[src/rtl/lec_pkg.sv]
package lec_pkg;

    localparam logic [7:0] OFS_CTRL = 8'h08;
    localparam logic [7:0] OFS_DATA = 8'h0C;

    localparam logic [2:0] EN_CODE_ON  = 3'h3;
    localparam logic [2:0] EN_CODE_OFF = 3'h1;
    localparam logic [1:0] CLR_CODE_GO = 2'h1;

    localparam logic [3:0] FAM_LINKPKT = 4'h6;
    localparam logic [3:0] FAM_XACT    = 4'h7;

    typedef struct packed {
        logic [3:0] fam;
        logic [7:0] idx;
        logic [3:0] lane;
        logic       en;
    } sel_cfg_t;

    typedef struct packed {
        logic       ctrl_wr;
        logic       go_on;
        logic       go_off;
        logic       go_clr;
        logic [3:0] fam;
        logic [7:0] idx;
        logic [3:0] lane;
    } wr_cmd_t;

endpackage

[src/rtl/lec_ctrl_decode.sv]
module lec_ctrl_decode
    import lec_pkg::*;
#(
    parameter int AW = 8
) (
    input  logic          we_i,
    input  logic [AW-1:0] addr_i,
    input  logic [31:0]   wdata_i,
    output wr_cmd_t       cmd_o
);
    logic hit_ctrl;

    always_comb begin
        hit_ctrl      = we_i && (addr_i == AW'(OFS_CTRL));
        cmd_o.ctrl_wr = hit_ctrl;
        cmd_o.go_on   = hit_ctrl && (wdata_i[4:2] == EN_CODE_ON);
        cmd_o.go_off  = hit_ctrl && (wdata_i[4:2] == EN_CODE_OFF);
        cmd_o.go_clr  = hit_ctrl && (wdata_i[1:0] == CLR_CODE_GO);
        cmd_o.fam     = wdata_i[27:24];
        cmd_o.idx     = wdata_i[23:16];
        cmd_o.lane    = wdata_i[11:8];
    end

endmodule

[src/rtl/lec_evt_select.sv]
module lec_evt_select
    import lec_pkg::*;
#(
    parameter int LANES  = 4,
    parameter int A_EVTS = 7,
    parameter int B_EVTS = 24
) (
    input  logic [3:0]              fam_i,
    input  logic [7:0]              idx_i,
    input  logic [3:0]              lane_i,
    input  logic [LANES*A_EVTS-1:0] grp_a_i,
    input  logic [LANES*B_EVTS-1:0] grp_b_i,
    output logic                    hit_o
);
    logic [LANES-1:0] lane_hit;

    for (genvar l = 0; l < LANES; l++) begin : g_lane
        logic a_hit;
        logic b_hit;
        always_comb begin
            a_hit = 1'b0;
            b_hit = 1'b0;
            for (int e = 0; e < A_EVTS; e++) begin
                if (idx_i == 8'(e)) a_hit = grp_a_i[l*A_EVTS+e];
            end
            for (int e = 0; e < B_EVTS; e++) begin
                if (idx_i == 8'(e)) b_hit = grp_b_i[l*B_EVTS+e];
            end
            lane_hit[l] = (lane_i == 4'(l)) &&
                          (((fam_i == FAM_LINKPKT) && a_hit) ||
                           ((fam_i == FAM_XACT) && b_hit));
        end
    end

    assign hit_o = |lane_hit;

endmodule

[src/rtl/lec_readback.sv]
module lec_readback
    import lec_pkg::*;
#(
    parameter int AW    = 8,
    parameter int CNT_W = 32
) (
    input  logic [AW-1:0]    addr_i,
    input  sel_cfg_t         cfg_i,
    input  logic [CNT_W-1:0] cnt_i,
    output logic [31:0]      rdata_o
);
    logic [31:0] cnt_ext;

    if (CNT_W < 32) begin : g_pad
        assign cnt_ext = {{(32-CNT_W){1'b0}}, cnt_i};
    end else begin : g_full
        assign cnt_ext = cnt_i[31:0];
    end

    always_comb begin
        rdata_o = 32'h0;
        if (addr_i == AW'(OFS_CTRL)) begin
            rdata_o[27:24] = cfg_i.fam;
            rdata_o[23:16] = cfg_i.idx;
            rdata_o[11:8]  = cfg_i.lane;
            rdata_o[7]     = cfg_i.en;
        end else if (addr_i == AW'(OFS_DATA)) begin
            rdata_o = cnt_ext;
        end
    end

endmodule

[src/rtl/lane_evt_counter.sv]
module lane_evt_counter
    import lec_pkg::*;
#(
    parameter int LANES  = 4,
    parameter int A_EVTS = 7,
    parameter int B_EVTS = 24,
    parameter int CNT_W  = 32,
    parameter int AW     = 8
) (
    input  logic                    clk,
    input  logic                    rst_n,
    input  logic                    reg_we_i,
    input  logic [AW-1:0]           reg_addr_i,
    input  logic [31:0]             reg_wdata_i,
    output logic [31:0]             reg_rdata_o,
    input  logic [LANES*A_EVTS-1:0] grp_a_evt_i,
    input  logic [LANES*B_EVTS-1:0] grp_b_evt_i
);
    typedef struct packed {
        sel_cfg_t         cfg;
        logic [CNT_W-1:0] cnt;
    } state_t;

    state_t  st_d, st_q;
    wr_cmd_t cmd;
    logic    evt_hit;

    lec_ctrl_decode #(.AW(AW)) u_dec (
        .we_i    (reg_we_i),
        .addr_i  (reg_addr_i),
        .wdata_i (reg_wdata_i),
        .cmd_o   (cmd)
    );

    lec_evt_select #(.LANES(LANES), .A_EVTS(A_EVTS), .B_EVTS(B_EVTS)) u_sel (
        .fam_i   (st_q.cfg.fam),
        .idx_i   (st_q.cfg.idx),
        .lane_i  (st_q.cfg.lane),
        .grp_a_i (grp_a_evt_i),
        .grp_b_i (grp_b_evt_i),
        .hit_o   (evt_hit)
    );

    lec_readback #(.AW(AW), .CNT_W(CNT_W)) u_rb (
        .addr_i  (reg_addr_i),
        .cfg_i   (st_q.cfg),
        .cnt_i   (st_q.cnt),
        .rdata_o (reg_rdata_o)
    );

    always_comb begin
        st_d = st_q;
        if (cmd.ctrl_wr) begin
            st_d.cfg.fam  = cmd.fam;
            st_d.cfg.idx  = cmd.idx;
            st_d.cfg.lane = cmd.lane;
            if (cmd.go_on)       st_d.cfg.en = 1'b1;
            else if (cmd.go_off) st_d.cfg.en = 1'b0;
        end
        if (st_q.cfg.en && evt_hit) st_d.cnt = st_q.cnt + CNT_W'(1);
        if (cmd.go_clr)             st_d.cnt = '0;
    end

    always_ff @(posedge clk) begin
        if (!rst_n) st_q <= '0;
        else        st_q <= st_d;
    end

    // an accepted clear leaves the count at zero
    p_clear_zero_r7: assert property (@(posedge clk) disable iff (!rst_n)
        cmd.go_clr |=> (st_q.cnt == '0));

    // the count moves by at most one step (or to zero on clear)
    p_single_step_r8: assert property (@(posedge clk) disable iff (!rst_n)
        1'b1 |=> ((st_q.cnt == $past(st_q.cnt)) ||
                  (st_q.cnt == $past(st_q.cnt) + CNT_W'(1)) ||
                  (st_q.cnt == '0)));

    // while disabled and not cleared the count holds
    p_idle_hold_r5: assert property (@(posedge clk) disable iff (!rst_n)
        (!st_q.cfg.en && !cmd.go_clr) |=> $stable(st_q.cnt));

    // unknown enable codes keep the enable state
    p_bad_code_r5: assert property (@(posedge clk) disable iff (!rst_n)
        (cmd.ctrl_wr && !cmd.go_on && !cmd.go_off) |=> $stable(st_q.cfg.en));

    // the on code enables counting
    p_turn_on_r5: assert property (@(posedge clk) disable iff (!rst_n)
        cmd.go_on |=> st_q.cfg.en);

    // without a selected strobe the count only changes by clear
    p_no_hit_hold_r11: assert property (@(posedge clk) disable iff (!rst_n)
        (!evt_hit && !cmd.go_clr) |=> $stable(st_q.cnt));

endmodule

[config.mk]
export PLATFORM = sky130hd
export DESIGN_NAME = lane_evt_counter
export DESIGN_NICKNAME = d
export VERILOG_FILES = /design/src/rtl/lec_pkg.sv /design/src/rtl/lec_ctrl_decode.sv /design/src/rtl/lec_evt_select.sv /design/src/rtl/lec_readback.sv /design/src/rtl/lane_evt_counter.sv
export SDC_FILE = /design/constraint.sdc
export NUM_CORES = 1
export LEC_CHECK = 0
export BUFFER_PORTS_ARGS = -buffer_cell sky130_fd_sc_hd__buf_2
export CAP_MARGIN = 15
export CORE_MARGIN = 2
export CORE_UTILIZATION = 54
export DETAILED_ROUTE_END_ITERATION = 16
export GPL_ROUTABILITY_DRIVEN = 0
export PLACE_DENSITY = 0.95
export SYNTH_ARGS = -nofsm -noshare
export SYNTH_HDL_FRONTEND = slang
export SYNTH_HIERARCHICAL = 1
export SYNTH_SLANG_ARGS = --single-unit
export TNS_END_PERCENT = 30
[constraint.sdc]
create_clock -name clk -period 8.16 [get_ports clk]
set_input_delay 0.408 -clock clk [delete_from_list [all_inputs] [get_ports clk]]
set_output_delay 0.408 -clock clk [all_outputs]
set_load 0.02 [all_outputs]
==> parameters.txt, run 1 <==
Parameter                              Value

Status
  Result of the run ... complete, no violations

Routing
  Final routed wirelength across all metal layers ... 15800 um
  Via Count ... 5670
  DRC violation total after the first TritonRoute iteration ... 628
  Initial DRT Pass Iterations ... 8
  Post-detailed-route wirelength per cell ... 18.6 um
  Post-route DRC ... 0
  Number of nets with antenna violations after routing ... 0
  Routed via count divided by cell count ... 6.67

Final layout
  Area growth syn-to-layout ... 16.4%
  Most common cell after layout, fill and taps aside ... sky130_fd_sc_hd__buf_2
  Number of flip-flops in the largest register ... 49
  Finished Layout Cells ... 850
  Register with the most flip-flops ... st_q
  # diodes ... 0
  Biggest registers after layout ... st_q: 49 flops
  Post-route cell area ... 5670 um2
  Number of nets in the finished design ... 910
  Most used cells in the layout excluding fill and tap cells ... sky130_fd_sc_hd__buf_2 (187), sky130_fd_sc_hd__dfxtp_1 (47), sky130_fd_sc_hd__mux2i_1 (45)
  Share of post-route cells with drive strength above 1 ... 35.7%

CTS
  Number of clock sinks ... 49
  CTS clock-pin slew for the worst setup and hold paths ... 0.08 ns
  Max Root-Sink Buffers ... 2
  Deepest level of the CTS H-tree ... 2
  Root Buffer Master ... sky130_fd_sc_hd__clkbuf_8
  Number of buffers added by the clock tree synthesis step ... 5
  Post-CTS resize count ... 0
  CTS tree ... built
  Post-CTS Setup Inserts ... 0
  Number of hold-repair buffers added at the cts stage ... 0
  Clock latency on the worst-skew pair ... 0.30 ns

Timing
  Clock period minus worst slack ... 5.07 ns
  Max Transition Viols Final ... 0
  Final setup vio count ... 0
  Count of endpoints failing hold in the final timing report ... 0
  Unrepaired setup endpoints after global routing ... no
  Top achievable clock speed ... 0.197 GHz
  Worst clock skew on the final layout ... 0.00328 ns
  Slew Limit Headroom ... 21.0%
  Worst slew pin tran ... 1.18 ns
  Summed negative setup slack over all endpoints ... 0 ns
  Final worst-path cycle share ... 62.2%

Global route
  Fraction of met1 tracks used by global routing ... 39.2%
  Total global routing overflow ... 0
  Wire length of the first global-routing pass ... 25200 um
  Pin count of the biggest net entering global routing ... 57
  Layer with the highest usage ... met2
  Initial antenna violation count ... 0
  Met3 demand-to-capacity share in global routing ... 5.60%
  Met2 track utilization from global routing ... 51.6%
  Global router's overall resource usage ... 30.9%
  Number of global-route vias before repair ... 5187

Synth
  Total of warnings raised by yosys ... 6
  Unique masters post-synth ... 73
  Post-Syn Area per Cell ... 8.01 um2
  Post-synthesis register bit count ... 49
  Async set-reset flop share out of synthesis ... 0%
  Mapped cell area ... 4870 um2
  Synth Instances ... 608
  Number of synthesized flops with an enable pin ... 0
  Sequential element share of the synthesized area ... 20.1%
  Most used flip-flop cell after synthesis ... sky130_fd_sc_hd__dfxtp_1
  Post-Synthesis Net Count ... 776

Hold path
  Cell depth of the worst min-delay path ... 3
  Worst min-delay path class ... primary input to flip-flop
  Hold Crit Start ... reg_wdata_i[19]
  End of the worst hold path ... st_q[40]

Setup path
  Worst-case reg-to-reg path depth ... 11
  Maximum fanout along the worst path ... 22
  Worst Setup SP ... st_q[39]
  Flop-to-flop setup slack ... 3.09 ns
  Startpoint of the lowest-slack register-to-register path ... st_q[39]
  WP data required ... 8.37 ns
  Worst path arrival time ... 5.28 ns
  Worst setup path category ... flip-flop to flip-flop
  Type of element capturing the critical path ... flip-flop
  Crit start category ... flip-flop
  R2R Path End ... st_q[22]

Pwr
  PwrDens ... 81.5 nW/um2
  Leakage ... 2.04 nW
  Power Total ... 0.462 mW
  Worst vdd ir ... 84.7 uV

Floorplanning
  Area of the die ... 9800 um2
  Core region area ... 8720 um2
  Number of core rows ... 34
  Die span in x ... 99.0 um
  Chip Height ... 99.0 um
  IO Pins ... 199
  Starting density of the core ... 55.9%

Flow run
  Max Cap Viol ... 0

Placed design
  Number of buffer cells added on primary ports ... 187
  Detailed placer's ending HPWL ... 12000 um
  Placement Cell Area ... 5580 um2
  Placed cell count ... 843
==> kinds of logic after synthesis <==
kind of cell | Yosys count | share of synthesized area [%]
multiplexers | 63 | 14.8
flip-flops | 49 | 20.1
AND/OR/NAND/NOR | 264 | 34.2
XOR/XNOR | 11 | 1.98
buffers and inverters | 90 | 10.1
adder cells (fa/ha/maj) | 1 | 0.257
AO/OA/AOI/OAI | 130 | 18.5
==> through the flow <==
stage	hold slack [ns]	setup WS (ns)	util, %
finish	0.367	3.09	65.0
detailed placement	0.490	3.38	64.0
floorplan	0.460	4.80	-
global route	0.375	2.89	65.0
CTS	0.363	3.28	65.0
global placement	0.475	3.54	64.0
==> worst max-delay path, stage by stage, from the launching register on <==
cell and delay, ns:
sky130_fd_sc_hd__dfxtp_1 0.89, sky130_fd_sc_hd__nor4b_4 0.85, sky130_fd_sc_hd__nand2_1 0.29, sky130_fd_sc_hd__o22ai_1 0.20, sky130_fd_sc_hd__o211ai_1 0.12, sky130_fd_sc_hd__a311oi_1 0.33, sky130_fd_sc_hd__nor2_1 0.11, sky130_fd_sc_hd__o22ai_1 0.54
sky130_fd_sc_hd__nand4_1 0.16, sky130_fd_sc_hd__or4b_1 0.78, sky130_fd_sc_hd__or4_1 0.52, sky130_fd_sc_hd__a21oi_1 0.19
==> worst max path at each step <==
stage,to,slack [ns],cells past startpoint
5_1_grt,st_q[22],2.89,11
3_5_place_dp,st_q[26],3.38,11
4_1_cts,st_q[22],3.28,11
6_report,st_q[22],3.09,11
2_1_floorplan,st_q[16],4.80,15
3_3_place_gp,st_q[28],3.54,11
==> routing by layer <==
layer | share of wire [%] | vias to the layer above | wire (um)
met2 | 47 | 432 | 7440
met1 | 37 | 2599 | 5900
li1 | - | 2553 | -
met4 | 5.0 | 0 | 792
met3 | 11 | 86 | 1710
met5 | 0 | - | 0
==> synthesized netlist by cell type, types with 18 or more instances <==
cell type | n | area, um2
sky130_fd_sc_hd__a21oi_1 | 31 | 155
sky130_fd_sc_hd__buf_2 | 18 | 90.1
sky130_fd_sc_hd__buf_4 | 21 | 158
sky130_fd_sc_hd__dfxtp_1 | 49 | 981
sky130_fd_sc_hd__inv_1 | 26 | 97.6
sky130_fd_sc_hd__mux2i_1 | 45 | 450
sky130_fd_sc_hd__nand2_1 | 38 | 143
sky130_fd_sc_hd__nand3_1 | 41 | 205
sky130_fd_sc_hd__nor2_1 | 31 | 116
sky130_fd_sc_hd__nor2b_1 | 22 | 138
sky130_fd_sc_hd__nor3_2 | 31 | 310
sky130_fd_sc_hd__o21ai_0 | 18 | 90.1
==> report_power, final <==
group / total (mW) / switching (mW) / internal [mW]
logic: 0.0782 / 0.0368 / 0.0414
clock network: 0.145 / 0.0775 / 0.0674
registers: 0.239 / 0.000263 / 0.239
==> final cells by class <==
class                   count  area, um2
flip-flops and latches     49        983
multi-input cells         469       3400
repair buffers            191        966
inverters                  26       97.6
clock buffers               7       86.3
fillers                   718       3050
well taps                 108        135
(Power assumes the default switching activity.)
==> run 2, diff against run 1 <==
--- a/config.mk
+++ b/config.mk
@@ -8,10 +8,10 @@
 export BUFFER_PORTS_ARGS = -buffer_cell sky130_fd_sc_hd__buf_2
 export CAP_MARGIN = 15
 export CORE_MARGIN = 2
-export CORE_UTILIZATION = 54
+export CORE_UTILIZATION = 45
 export DETAILED_ROUTE_END_ITERATION = 16
 export GPL_ROUTABILITY_DRIVEN = 0
-export PLACE_DENSITY = 0.95
+export PLACE_DENSITY = 0.87
 export SYNTH_ARGS = -nofsm -noshare
 export SYNTH_HDL_FRONTEND = slang
 export SYNTH_HIERARCHICAL = 1
==> constraint.sdc (replaced) <==
create_clock -name clk -period 4.3 [get_ports clk]
set_input_delay 0.215 -clock clk [delete_from_list [all_inputs] [get_ports clk]]
set_output_delay 0.215 -clock clk [all_outputs]
set_load 0.02 [all_outputs]
==> run 2 against run 1 <==
Against the previous run: clock skew up 0.014 ns; cell area up 2.3%; first-iteration DRC count down 27%; largest power group unchanged; die area up 19%.
==> parameters.txt, run 2 (synthesized netlist as in run 1, its figures left out) <==
Parameter                              Value

CTS
  Post-CTS Setup Inserts ... 0 (unchanged)
  CTS clock-pin slew for the worst setup and hold paths ... 0.09 ns (about the same)
  Number of hold-repair buffers added at the cts stage ... 0 (unchanged)
  Number of buffers added by the clock tree synthesis step ... 5 (unchanged)
  Max Root-Sink Buffers ... 2 (unchanged)
  Root Buffer Master ... sky130_fd_sc_hd__clkbuf_8
  Deepest level of the CTS H-tree ... 2 (unchanged)
  CTS tree ... built
  Clock latency on the worst-skew pair ... 0.31 ns (about the same)
  Post-CTS resize count ... 0 (unchanged)
  Number of clock sinks ... 49 (unchanged)

Placed design
  Placed cell count ... 884 (+4.9%)
  Number of buffer cells added on primary ports ... 187 (unchanged)
  Detailed placer's ending HPWL ... 11900 um (-1.0%)

Floorplanning
  Area of the die ... 11700 um2 (+19%)
  Die span in x ... 108 um (+9.2%)
  IO Pins ... 199 (unchanged)
  Starting density of the core ... 46.8% (-9.1 points)
  Chip Height ... 108 um (+9.2%)
  Number of core rows ... 37 (+8.8%)
  Core region area ... 10400 um2 (+19%)

Final layout
  Biggest registers after layout ... st_q: 49 flops
  Share of post-route cells with drive strength above 1 ... 36.9% (+1.2 points)
  Filler cell count in the final layout ... 977 (+36%)
  Finished Layout Cells ... 892 (+4.9%)
  Number of flip-flops in the largest register ... 49 (unchanged)
  # diodes ... 0 (unchanged)
  Register with the most flip-flops ... st_q
  Number of nets in the finished design ... 923 (+1.4%)
  Most used cells in the layout excluding fill and tap cells ... sky130_fd_sc_hd__buf_2 (187), sky130_fd_sc_hd__dfxtp_1 (47), sky130_fd_sc_hd__mux2i_1 (45)
  Area growth syn-to-layout ... 19.1%
  Most common cell after layout, fill and taps aside ... sky130_fd_sc_hd__buf_2

Status
  Result of the run ... complete, no violations

Routing
  Max layer used ... met4
  Post-detailed-route wirelength per cell ... 17.2 um (-7.7%)
  Met1 wire length ... 6280 um (+6.3%)
  Total met3 wirelength after detailed routing ... 1440 um (-16%)
  Post-route DRC ... 0 (unchanged)
  Number of nets with antenna violations after routing ... 0 (unchanged)
  Final routed wirelength across all metal layers ... 15400 um (-3.1%)
  Via Count ... 5424 (-4.3%)
  Wire length on met2 ... 7350 um (-1.2%)
  DRC violation total after the first TritonRoute iteration ... 458 (-27%)
  Routed via count divided by cell count ... 6.08 (-8.8%)
  Initial DRT Pass Iterations ... 5 (-3)

Setup path
  Type of element capturing the critical path ... flip-flop
  Worst path arrival time ... 4.25 ns (-1.03 ns)
  Crit start category ... flip-flop
  WP data required ... 4.54 ns (-3.83 ns)
  Startpoint of the lowest-slack register-to-register path ... st_q[41]
  Worst setup path category ... flip-flop to flip-flop
  Maximum fanout along the worst path ... 18 (-18%)
  Worst Setup SP ... st_q[41]

Global route
  Initial antenna violation count ... 0 (unchanged)
  Total global routing overflow ... 0 (unchanged)
  Wire length of the first global-routing pass ... 24400 um (-3.1%)
  Global router's overall resource usage ... 25.7% (-5.2 points)
  Pin count of the biggest net entering global routing ... 33 (-42%)
  Number of global-route vias before repair ... 4914 (-5.3%)

Timing
  Unrepaired setup endpoints after global routing ... no
  Final setup vio count ... 0 (unchanged)
  Final worst-path cycle share ... 93.2% (+31 points)
  Clock period minus worst slack ... 4.01 ns (-1.07 ns)
  Max Transition Viols Final ... 0 (unchanged)
  Summed negative setup slack over all endpoints ... 0 ns (unchanged)
  Worst clock skew on the final layout ... 0.0168 ns (+0.0135 ns)
  Slew Limit Headroom ... 34.2% (+13 points)
  Worst slew pin tran ... 0.981 ns (-0.203 ns)
  Count of endpoints failing hold in the final timing report ... 0 (unchanged)
  Top achievable clock speed ... 0.250 GHz (+27%)

Hold path
  Worst min-delay path class ... primary input to flip-flop
  Hold Crit Start ... reg_wdata_i[27]

Pwr
  Power Total ... 0.876 mW (+90%)
  PwrDens ... 151 nW/um2 (+85%)
  Worst vdd ir ... 150 uV (+77%)
  Leakage ... 2.11 nW (+3.4%)

Flow run
  Max Cap Viol ... 0 (unchanged)
[run 2: cell types whose count changed in the layout (fill, tap and decap cells not counted)]
cell	change
sky130_fd_sc_hd__buf_4	+13
sky130_fd_sc_hd__clkbuf_8	-1
sky130_fd_sc_hd__clkinv_2	+1
sky130_fd_sc_hd__inv_6	+1
[run 2: metrics by stage]
step	instance area (um2)	worst slack (ns)	util, %	hold WS, ns
2_1_floorplan	4870	0.943	-	0.343
3_3_place_gp	5720	0.461	54.9	0.469
3_5_place_dp	5720	0.401	54.9	0.481
4_1_cts	5800	0.383	55.7	0.166
5_1_grt	5800	0.0503	55.7	0.186
6_report	5800	0.293	55.7	0.165
[run 2: layout make-up]
| type | count | area [um2] | area share, % |
|---|---|---|---|
| clock buffers | 6 | 72.6 | 1.25 |
| clock inverters | 2 | 13.8 | 0.237 |
| inverters | 26 | 97.6 | 1.68 |
| multi-input cells | 469 | 3400 | 58.6 |
| flip-flops and latches | 49 | 983 | 16.9 |
| well taps | 136 | 170 | 2.93 |
| repair buffers | 204 | 1060 | 18.3 |
[run 2: layer usage]
metal	global-route usage, %	vias up
li1	-	2575
met1	32.9	2546
met2	44.4	279
met3	4.88	24
met4	6.41	0
met5	0	-
[run 2: worst paths after layout]
path,to,depth (start not counted),slack [ns]
max,st_q[20],12,0.29
min,st_q[48],3,0.17
max reg2reg,st_q[20],12,0.29
min reg2reg,st_q[31],2,0.50
[run 2: critical path: stages, from the launching register on]
cell                       delay (ns)
sky130_fd_sc_hd__dfxtp_1         0.40
sky130_fd_sc_hd__nor2_1          0.63
sky130_fd_sc_hd__nand2_1         0.25
sky130_fd_sc_hd__o22ai_1         0.24
sky130_fd_sc_hd__o211ai_1        0.11
sky130_fd_sc_hd__a311oi_1        0.37
sky130_fd_sc_hd__nor2_1          0.10
sky130_fd_sc_hd__o22ai_1         0.14
sky130_fd_sc_hd__buf_4           0.18
sky130_fd_sc_hd__nand4_1         0.09
sky130_fd_sc_hd__or4b_1          0.76
sky130_fd_sc_hd__or4_1           0.49
sky130_fd_sc_hd__a21oi_1         0.16
[run 2: report_power, final]
| group | total (mW) | internal [mW] | switching, mW |
|---|---|---|---|
| clock network | 0.278 | 0.116 | 0.161 |
| logic | 0.144 | 0.0791 | 0.0654 |
| registers | 0.454 | 0.454 | 0.000441 |
